$ cat src/rtl/lock_judge_pkg.sv
package lock_judge_pkg;

  // Strobes from control to datapath, valid in the refTick cycle only
  typedef struct packed {
    logic clearWidth;
    logic stepUp;
    logic stepDown;
  } judge_stb_t;

  typedef enum logic {
    ST_OPEN = 1'b0,
    ST_HELD = 1'b1
  } judge_state_t;

endpackage

$ cat src/rtl/lock_judge_dp.sv
module lock_judge_dp
  import lock_judge_pkg::*;
#(
  parameter int CNT_W     = 8,
  parameter int ACC_W     = 5,
  parameter int UP_STEP   = 1,
  parameter int DOWN_STEP = 3
) (
  input  logic             clk,
  input  logic             rstN,
  input  logic             upPulse,
  input  logic             downPulse,
  input  judge_stb_t       stb,
  output logic [CNT_W-1:0] periodWidth,
  output logic [ACC_W-1:0] level
);

  localparam logic [CNT_W-1:0] CNT_MAX  = '1;
  localparam logic [ACC_W:0]   ACC_TOP  = (ACC_W+1)'((1 << ACC_W) - 1);
  localparam logic [ACC_W:0]   UP_INC   = (ACC_W+1)'(UP_STEP);
  localparam logic [ACC_W:0]   DOWN_DEC = (ACC_W+1)'(DOWN_STEP);

  logic             active;
  logic [CNT_W-1:0] widthCnt;
  logic [ACC_W:0]   raised;
  logic [ACC_W:0]   levelWide;
  logic [ACC_W-1:0] levelNext;

  assign active = upPulse | downPulse;

  // Width including the present cycle, saturating
  always_comb begin
    if (active && (widthCnt != CNT_MAX)) periodWidth = widthCnt + CNT_W'(1);
    else                                 periodWidth = widthCnt;
  end

  always_ff @(posedge clk or negedge rstN) begin
    if (!rstN)               widthCnt <= '0;
    else if (stb.clearWidth) widthCnt <= '0;
    else                     widthCnt <= periodWidth;
  end

  assign levelWide = {1'b0, level};
  assign raised    = levelWide + UP_INC;

  always_comb begin
    levelNext = level;
    if (stb.stepUp) begin
      if (raised > ACC_TOP) levelNext = ACC_TOP[ACC_W-1:0];
      else                  levelNext = raised[ACC_W-1:0];
    end else if (stb.stepDown) begin
      if (levelWide < DOWN_DEC) levelNext = '0;
      else                      levelNext = ACC_W'(levelWide - DOWN_DEC);
    end
  end

  always_ff @(posedge clk or negedge rstN) begin
    if (!rstN) level <= '0;
    else       level <= levelNext;
  end

endmodule

$ cat src/rtl/lock_judge_ctl.sv
module lock_judge_ctl
  import lock_judge_pkg::*;
#(
  parameter int CNT_W        = 8,
  parameter int ACC_W        = 5,
  parameter int LOCK_LEVEL   = 24,
  parameter int UNLOCK_LEVEL = 8
) (
  input  logic             clk,
  input  logic             rstN,
  input  logic             refTick,
  input  logic [CNT_W-1:0] widthLimit,
  input  logic [CNT_W-1:0] periodWidth,
  input  logic [ACC_W-1:0] level,
  output judge_stb_t       stb,
  output logic             locked
);

  localparam logic [ACC_W-1:0] LOCK_AT   = ACC_W'(LOCK_LEVEL);
  localparam logic [ACC_W-1:0] UNLOCK_AT = ACC_W'(UNLOCK_LEVEL);

  judge_state_t state;
  judge_state_t stateNext;
  logic         narrow;

  assign narrow = (periodWidth <= widthLimit);

  always_comb begin
    stb.clearWidth = refTick;
    stb.stepUp     = refTick & narrow;
    stb.stepDown   = refTick & ~narrow;
  end

  always_comb begin
    stateNext = state;
    case (state)
      ST_OPEN: if (level >= LOCK_AT)   stateNext = ST_HELD;
      ST_HELD: if (level <= UNLOCK_AT) stateNext = ST_OPEN;
      default: stateNext = ST_OPEN;
    endcase
  end

  always_ff @(posedge clk or negedge rstN) begin
    if (!rstN) state <= ST_OPEN;
    else       state <= stateNext;
  end

  assign locked = (state == ST_HELD);

endmodule

$ cat src/rtl/lock_judge.sv
module lock_judge
  import lock_judge_pkg::*;
#(
  parameter int CNT_W        = 8,
  parameter int ACC_W        = 5,
  parameter int UP_STEP      = 1,
  parameter int DOWN_STEP    = 3,
  parameter int LOCK_LEVEL   = 24,
  parameter int UNLOCK_LEVEL = 8
) (
  input  logic             clk,
  input  logic             rstN,
  input  logic             upPulse,
  input  logic             downPulse,
  input  logic             refTick,
  input  logic [CNT_W-1:0] widthLimit,
  output logic             lockN
);

  judge_stb_t       stb;
  logic [CNT_W-1:0] periodWidth;
  logic [ACC_W-1:0] level;
  logic             locked;

  lock_judge_dp #(
    .CNT_W(CNT_W), .ACC_W(ACC_W), .UP_STEP(UP_STEP), .DOWN_STEP(DOWN_STEP)
  ) u_dp (
    .clk(clk), .rstN(rstN), .upPulse(upPulse), .downPulse(downPulse),
    .stb(stb), .periodWidth(periodWidth), .level(level)
  );

  lock_judge_ctl #(
    .CNT_W(CNT_W), .ACC_W(ACC_W), .LOCK_LEVEL(LOCK_LEVEL), .UNLOCK_LEVEL(UNLOCK_LEVEL)
  ) u_ctl (
    .clk(clk), .rstN(rstN), .refTick(refTick), .widthLimit(widthLimit),
    .periodWidth(periodWidth), .level(level), .stb(stb), .locked(locked)
  );

  assign lockN = ~locked;

endmodule

$ cat config.mk
export PLATFORM = sky130hd
export DESIGN_NAME = lock_judge
export DESIGN_NICKNAME = d
export VERILOG_FILES = /design/src/rtl/lock_judge_pkg.sv /design/src/rtl/lock_judge_dp.sv /design/src/rtl/lock_judge_ctl.sv /design/src/rtl/lock_judge.sv
export SDC_FILE = /design/constraint.sdc
export NUM_CORES = 1
export LEC_CHECK = 0
export BUFFER_PORTS_ARGS = -buffer_cell sky130_fd_sc_hd__clkbuf_2
export CAP_MARGIN = 20
export CORE_ASPECT_RATIO = 0.7
export CORE_MARGIN = 4
export CORE_UTILIZATION = 32
export CTS_BUF_LIST = sky130_fd_sc_hd__clkbuf_4 sky130_fd_sc_hd__clkbuf_8
export DETAILED_ROUTE_END_ITERATION = 12
export GPL_ROUTABILITY_DRIVEN = 0
export PLACE_DENSITY = 0.59
export SLEW_MARGIN = 30
export SYNTH_ARGS = -nofsm -noshare
export SYNTH_HDL_FRONTEND = slang
export SYNTH_HIERARCHICAL = 1
export SYNTH_SLANG_ARGS = --single-unit
$ cat constraint.sdc
create_clock -name clk -period 3.5 [get_ports clk]
set_input_delay 0.35 -clock clk [delete_from_list [all_inputs] [get_ports clk]]
set_output_delay 0.35 -clock clk [all_outputs]
set_load 0.02 [all_outputs]
Word level (Yosys, flattened, before mapping)
Index checks and enable logic that the tools add are counted.
- equality and inequality tests: 1
- reductions and logical operators: 2
- add/subtract/negate cells: 3
- multiplexer cells: 9
- magnitude comparators: 5
- bitwise gates (word level): 5
- operators by type and width (cell ; number):
    $mux W5 ; 4
    $mux W8 ; 2
    $add A8 B1 Y8 const B ; 1
    $le A8 B8 Y1 ; 1
    $ne A8 B8 Y1 const B ; 1
    $add A5 B1 Y6 const B ; 1
    $gt A6 B5 Y1 const B ; 1
    $ge A5 B5 Y1 const B ; 1
    $le A5 B4 Y1 const B ; 1
    $lt A5 B2 Y1 const B ; 1
    $sub A5 B2 Y5 const B ; 1
    $and A1 B1 Y1 ; 2
    $mux W1 ; 2
    $not A1 Y1 ; 2
    $pmux W1 S2 ; 1
    $reduce_bool A2 Y1 ; 1
    $logic_and A1 B1 Y1 ; 1
    $or A1 B1 Y1 ; 1
- logic and storage cells: 28
- bits in registers: 14
- output and inout port bits: 1

Logic depth before layout (Yosys ltp)
Gate-level depths: netlist of run 1.
- depth after elaboration: 8
- depth in mapped cells: 14
- mapped depth without buffers: 13

Hierarchy
Netlist of run 1, hierarchy kept.
- modules (own cells, without submodules) (module ; cells an instance ; instances ; area an instance (µm²)):
    lock_judge_dp ; 97 ; 1 ; 909.6
    lock_judge_ctl ; 35 ; 1 ; 279.0
    lock_judge ; 1 ; 1 ; 3.8

Worst setup path after synthesis of run 1
OpenSTA, ideal clock, no wires.
- path type: flip-flop to flip-flop
- from: register u_dp.widthCnt[0]
- to: register u_dp.level[2]
- period minus slack after synthesis: 3.106 ns
- cell stages (with the launch flop): 14
- setup slack: 0.394 ns
- buffers on the path: 1
- data arrival time: 3.021 ns
- data required time: 3.414 ns
- cells stage by stage: dfrtp_1 > ha_1 > and3_1 > a21oi_2 > mux2_1 > ha_1 > nor2b_1 > o21ai_0 > and4bb_1 > o21a_1 > clkbuf_1 > and4_2 > nand2_1 > a32oi_1
- RTL lines (item ; RTL line ; text):
    start, declared ; lock_judge_dp.sv:24 ; logic [CNT_W-1:0] widthCnt;
    start signal, assigned ; lock_judge_dp.sv:40 ; else widthCnt <= periodWidth;
    end signal, assigned ; lock_judge_dp.sv:59 ; else level <= levelNext;
    end, declared ; lock_judge_dp.sv:15 ; output logic [ACC_W-1:0] level

==> impl_metrics.env, run 1 <==
export IMPL_nets=172
export IMPL_antenna_cells=0
export IMPL_finalSetupViolations=0
export IMPL_area_growth_pct=15.7
export IMPL_power_mw=0.578
export IMPL_synth_top_flop_cell="dfrtp_1"
export IMPL_h_tree_depth=1
export IMPL_synth_edff_count=0
export IMPL_fin_crit_sh=0.932
export IMPL_antenna_found_initial=0
export IMPL_cts_buffers=3
export IMPL_synth_simple_gate_area_frac=0.211
export IMPL_fp_dieArea_um2=4780
export IMPL_stdcell_count=197
export IMPL_cpMostUsedCell="ha_1"
export IMPL_grt_pass1_wl_um=4460
export IMPL_cts_tree="yes"
export IMPL_die_h_um=59.1
export IMPL_worst_ep_arrival_time_ns=3.41
export IMPL_final_antenna_net_count=0
export IMPL_max_clock_path_buffers=2
export IMPL_fin_ws_ns=0.239
export IMPL_dr_first_iter_drc_count=60
export IMPL_drv_cap=0
export IMPL_hold_path_class="input pin to async pin"
export IMPL_worstSetupStartpointType="flop"
export IMPL_synth_seq_cells=14
export IMPL_p_leak_nw=0.627
export IMPL_ys_warn_count=6
export IMPL_drc_errors=0
export IMPL_fmax_mhz=307
export IMPL_wl_per_cell_um=13.6
export IMPL_grt_total_usage=0.118
export IMPL_cpPeakStageDelay_ns=0.43
export IMPL_final_area_um2=1380
export IMPL_slew_limit_headroom=0.660
export IMPL_irDropWorstVdd_mv=0.230
export IMPL_hold_viol=0
export IMPL_mostFrequentLayoutCell="dfrtp_1"
export IMPL_num_vias=1053
export IMPL_placed_cells=192
export IMPL_post_place_ws_ns=0.0845
export IMPL_grt_pass1_vias=997
export IMPL_overflow=0
export IMPL_row_count=18
export IMPL_grt_max_degree=15
export IMPL_dr_pass1_iters=5
export IMPL_postSynthCellCount=133
export IMPL_drv_slew=0
export IMPL_critPathKind="flop to flop"
export IMPL_portBuffers=13
export IMPL_mostFrequentLayoutCells="14 x dfrtp_1, 13 x clkbuf_2, 11 x inv_1, 11 x nor2_1, 10 x ha_1"
export IMPL_synth_nets=156
export IMPL_io_pins=14
export IMPL_place_area_um2=1300
export IMPL_async_reset_ff_frac=1.00
export IMPL_clkTransAtPathRegs_ns=0.06
export IMPL_critPathSlowestCell="dfrtp_1"
export IMPL_synth_xor_area_frac=0.0294
export IMPL_drive_above_1_share=0.224
export IMPL_cp_end_kind="flop"
export IMPL_die_w_um=81.0
export IMPL_synth_area_per_cell_um2=8.97
export IMPL_routed_wl_um=2690
export IMPL_muxShareOfSynthArea=0.0651
export IMPL_ys_seq_area_frac=0.294
export IMPL_vias_per_cell=5.35
export IMPL_clock_latency_ns=0.24
export IMPL_syn_area_um2=1190
export IMPL_outcome="finished, final reports clean"
export IMPL_path_max_fanout=10
export IMPL_coreArea_um2=3560
export IMPL_place_detailed_hpwl_um=2010
export IMPL_required_ns=3.65
export IMPL_finClkSkew_ns=0.00409
export IMPL_synth_top_family_by_area="compound AO/OA/AOI/OAI gates"
export IMPL_worst_pin_slew_ns=0.508
export IMPL_clockRootBuffer="clkbuf_8"
export IMPL_layout_min_cycle_time_ns=3.26
export IMPL_path_cells="ha_1, and3_1, a21oi_4, mux2_1, ha_1, nor2b_1, o21ai_0, and4bb_1, o21a_2, and4_2, nand2_1, a32oi_1"
export IMPL_power_density_nw_per_um2=419
export IMPL_yosysUniqueCellTypes=46
export IMPL_start_util=0.335
export IMPL_clkSinkCount=14
export IMPL_synth_fa_ha_area_frac=0.105
export IMPL_synth_compound_area_frac=0.242
==> repair_timing <==
action / 4_1_cts / 5_1_grt
setup endpoints to repair: 0 / 5
hold buffers: 0 / 0
resized for setup: 0 / 6
setup buffers: 0 / 2
hold endpoints to repair: 0 / 0
==> registers in the layout, indices dropped and copies added, names as in the netlist <==
signal / count
u_dp/level: 5
u_dp/widthCnt: 8
u_ctl/locked: 1
==> worst paths after layout <==
path | startpoint | end | slack, ns | depth (start not counted)
max in group asynchronous | rstN | u_dp/widthCnt[2] | 3.22 | 1
min reg2reg | u_ctl/locked | u_ctl/locked | 0.52 | 2
min | rstN | u_dp/widthCnt[0] | 0.01 | 1
min in group clk | refTick | u_dp/widthCnt[7] | 0.49 | 2
max | u_dp/widthCnt[0] | u_dp/level[2] | 0.24 | 12
max reg2reg | u_dp/widthCnt[0] | u_dp/level[2] | 0.24 | 12
==> metal layers <==
layer / GRT usage / up-vias / wire length (µm)
li1: - / 523 / -
met1: 0.153 / 497 / 1260
met2: 0.198 / 31 / 1320
met3: 0.0319 / 2 / 107
met4: 0.0265 / 0 / 6
met5: 0 / - / 0
==> cell type report <==
| class | count | area [µm²] |
|---|---|---|
| Tap cell | 50 | 62.6 |
| Multi-Input combinational cell | 104 | 805 |
| Inverter | 11 | 41.3 |
| Clock buffer | 3 | 41.3 |
| Timing Repair Buffer | 15 | 80.1 |
| Fill cell | 388 | 2180 |
| Sequential cell | 14 | 350 |
==> through the flow <==
stage | TNS, ns | hold WS, ns | util
6_report | 0 | 0.0101 | 0.388
5_1_grt | -0.00715 | 0.0310 | 0.388
4_1_cts | 0 | 0.0225 | 0.376
3_5_place_dp | 0 | 0.286 | 0.365
3_3_place_gp | 0 | 0.284 | 0.365
2_1_floorplan | 0 | 0.0544 | -
==> synthesized netlist by cell type, types with 3 or more instances <==
cell type,number,share of area
xor2_1,3,0.022
o21ai_0,3,0.013
nor2_1,11,0.035
a211oi_2,3,0.031
inv_1,11,0.035
nand4_1,3,0.016
ha_1,10,0.10
o31ai_1,3,0.019
mux2_1,5,0.047
and4_2,3,0.025
dfrtp_1,14,0.29
nand2_1,9,0.028
a21oi_1,8,0.034
nor2b_1,5,0.026
==> power by group <==
group / internal (mW) / switching, mW / total, mW
logic: 0.0866 / 0.0894 / 0.176
clock network: 0.0761 / 0.0547 / 0.131
registers: 0.195 / 0.0756 / 0.271
==> worst max-delay path: cells and delay by family, from the launching register on <==
kind / cells / cell delay (ns)
and+or+nand+nor: 5 / 0.99
AOI/OAI and AO/OA: 4 / 0.83
adders and majority gates: 2 / 0.55
DFF: 1 / 0.43
muxes: 1 / 0.36
==> logic make-up after synthesis <==
group,after synthesis
multiplexers,7
XOR/XNOR,4
buffers and inverters,15
AO/OA/AOI/OAI,38
AND/OR/NAND/NOR,45
flip-flops,14
adder cells (fa/ha/maj),10
Note: power is estimated with default switching activity, not from simulation.
==> run 2: changes to the inputs <==
Settings changed: ABC_AREA set to 1, CORE_MARGIN 4 to 1.
==> run 2 against run 1 <==
First-iteration DRC count is 18% lower. Clock power up 23%. Sequential cell count did not move. Die area down 17%. Global-route usage is 3.3 points higher. Setup slack better by 0.13 ns. Synthesized cell count up 36%. Sequential share of layout area grew 0.42 points. Largest cell class unchanged.
==> impl_metrics.env, run 2 <==
export IMPL_outcome="finished, final reports clean"
export IMPL_syn_area_um2=1190
export IMPL_cp_end_kind="flop"
export IMPL_yosysUniqueCellTypes=24
export IMPL_synth_edff_count=0
export IMPL_mostFrequentLayoutCell="nand2_1"
export IMPL_yosysMostFrequentCell="nand2_1"
export IMPL_hold_buffers=0
export IMPL_largest_register_ffs=8
export IMPL_fmax_mhz=320
export IMPL_critPathKind="flop to flop"
export IMPL_die_w_um=74.8
export IMPL_ctsResizeCount=0
export IMPL_ys_top_cells_by_area="dfrtp_1 30%, nand2_1 20%, ha_1 11%"
export IMPL_nets=220
export IMPL_grt_setup_unrepaired="false"
export IMPL_synth_area_per_cell_um2=6.55
export IMPL_path_max_fanout=9
export IMPL_ys_top_cells_by_count="62 x nand2_1, 27 x inv_1, 14 x dfrtp_1"
export IMPL_postSynthCellCount=181
export IMPL_cp_startpoint="u_dp/widthCnt[0]"
export IMPL_power_density_nw_per_um2=440
export IMPL_antenna_found_initial=0
export IMPL_hold_path_class="input pin to async pin"
export IMPL_dr_pass1_iters=4
export IMPL_routed_wl_um=2520
export IMPL_h_tree_depth=1
export IMPL_drc_errors=0
export IMPL_hold_viol=0
export IMPL_worstSetupStartpointType="flop"
export IMPL_synth_seq_cells=14
export IMPL_area_growth_pct=14.5
export IMPL_reg2reg_depth=20
export IMPL_final_antenna_net_count=0
export IMPL_die_h_um=52.9
export IMPL_cts_buffers=3
export IMPL_overflow=0
export IMPL_critPathSlowestCell="dfrtp_1"
export IMPL_mostFrequentLayoutCells="62 x nand2_1, 27 x inv_1, 14 x dfrtp_1, 13 x clkbuf_2, 12 x nor2_1"
export IMPL_async_reset_ff_frac=1.00
export IMPL_wl_per_cell_um=10.2
export IMPL_p_leak_nw=0.752
export IMPL_required_ns=3.63
export IMPL_clockRootBuffer="clkbuf_8"
export IMPL_antenna_cells=0
export IMPL_synth_nets=204
export IMPL_max_clock_path_buffers=2
export IMPL_worst_pin_slew_ns=0.394
export IMPL_drv_cap=0
export IMPL_drv_slew=0
export IMPL_ys_seq_area_frac=0.295
export IMPL_row_count=18
export IMPL_synth_top_cell_area_share=0.295
export IMPL_vias_per_cell=4.48
export IMPL_clkSinkCount=14
export IMPL_portBuffers=13
export IMPL_grt_total_usage=0.151
export IMPL_grt_pass1_vias=1001
export IMPL_num_vias=1103
export IMPL_cpMostUsedCell="nand2_1"
export IMPL_fin_setup_tns_ns=0
export IMPL_grt_max_degree=15
export IMPL_r2r_start="u_dp/widthCnt[0]"
export IMPL_worst_ep_arrival_time_ns=3.26
export IMPL_path_cells="ha_1, nand3_1, inv_2, nand2_2, nand2_4, o21ai_0, inv_1, ha_1, nand2_1, nand2_1, nand2_1, nand2_1, nand2_1, nand2_2, a21oi_1, inv_1, nand2_1, nor2_1, a31oi_1, nand2_1"
export IMPL_io_pins=14
export IMPL_cpPeakStageDelay_ns=0.43
export IMPL_ys_warn_count=6
export IMPL_yosysTopAreaCell="dfrtp_1"
export IMPL_dr_first_iter_drc_count=49
export IMPL_drive_above_1_share=0.158
export IMPL_cts_tree="yes"
export IMPL_final_area_um2=1360
export IMPL_start_util=0.335
export IMPL_clkTransAtPathRegs_ns=0.06
export IMPL_place_area_um2=1300
export IMPL_fin_crit_sh=0.894
export IMPL_postCtsSetupBuffers=0
export IMPL_finClkSkew_ns=0.00206
export IMPL_clock_latency_ns=0.25
export IMPL_synth_top_flop_cell="dfrtp_1"
export IMPL_largest_register="u_dp/widthCnt"
export IMPL_coreArea_um2=3540
export IMPL_finalSetupViolations=0
export IMPL_grt_pass1_wl_um=4430
export IMPL_place_detailed_hpwl_um=2020
export IMPL_slew_limit_headroom=0.737
export IMPL_irDropWorstVdd_mv=0.195
export IMPL_layout_min_cycle_time_ns=3.13
export IMPL_fp_dieArea_um2=3960
-- run 2: metrics by stage --
stage / util / total power, mW / worst slack [ns] / instances / hold slack [ns]
2_1_floorplan: - / 0.381 / 0.823 / 181 / 0.0544
3_3_place_gp: 0.368 / 0.444 / 0.414 / 242 / 0.294
3_5_place_dp: 0.368 / 0.436 / 0.432 / 242 / 0.289
4_1_cts: 0.384 / 0.602 / 0.408 / 246 / 0.0199
5_1_grt: 0.384 / 0.657 / 0.0622 / 246 / 0.0350
6_report: 0.384 / 0.597 / 0.371 / 246 / 0.00703
-- run 2: layer usage --
layer	up-vias	routed length, µm	track usage
met3	2	81	0.0190
met4	0	27	0.0472
met5	-	0	0
met1	483	1460	0.231
li1	595	-	-
met2	23	947	0.216
-- run 2: critical path: cells and delay by family, from the launching register on --
family,cells,cell delay [ns]
and+or+nand+nor,12,0.92
AOI/OAI and AO/OA,3,0.77
adders and majority gates,2,0.57
DFF,1,0.43
buffers and inverters,3,0.32
-- run 2: cell type report --
| cell class | instances | area, µm² |
|---|---|---|
| Fill cell | 385 | 2180 |
| Clock buffer | 4 | 55.1 |
| Multi-Input combinational cell | 135 | 712 |
| Sequential cell | 14 | 350 |
| Tap cell | 50 | 62.6 |
| Inverter | 30 | 113 |
| Timing Repair Buffer | 13 | 65.1 |
-- run 2: cells by family (layout without fill, tap and decap cells) --
| kind of cell | count (synthesis) | in the layout | synth area share |
|---|---|---|---|
| and+or+nand+nor | 101 | 101 | 0.376 |
| DFF | 14 | 14 | 0.295 |
| buffers and inverters | 32 | 47 | 0.104 |
| adders and majority gates | 10 | 10 | 0.105 |
| xor gates and xnor gates | 4 | 4 | 0.0295 |
| AOI/OAI and AO/OA | 20 | 20 | 0.0897 |
-- run 2: final timing paths --
path	to	slack (ns)
max	u_dp/level[3]	0.37
min	u_dp/widthCnt[7]	0.007
max reg2reg	u_dp/level[3]	0.37
min reg2reg	u_ctl/locked	0.55
max in group asynchronous	u_dp/level[2]	3.22
min in group clk	u_dp/widthCnt[7]	0.43
-- run 2: report_power, final --
group          internal [mW]  switching, mW
Combinational         0.0735          0.124
Clock                 0.0997         0.0615
Sequential             0.193         0.0453
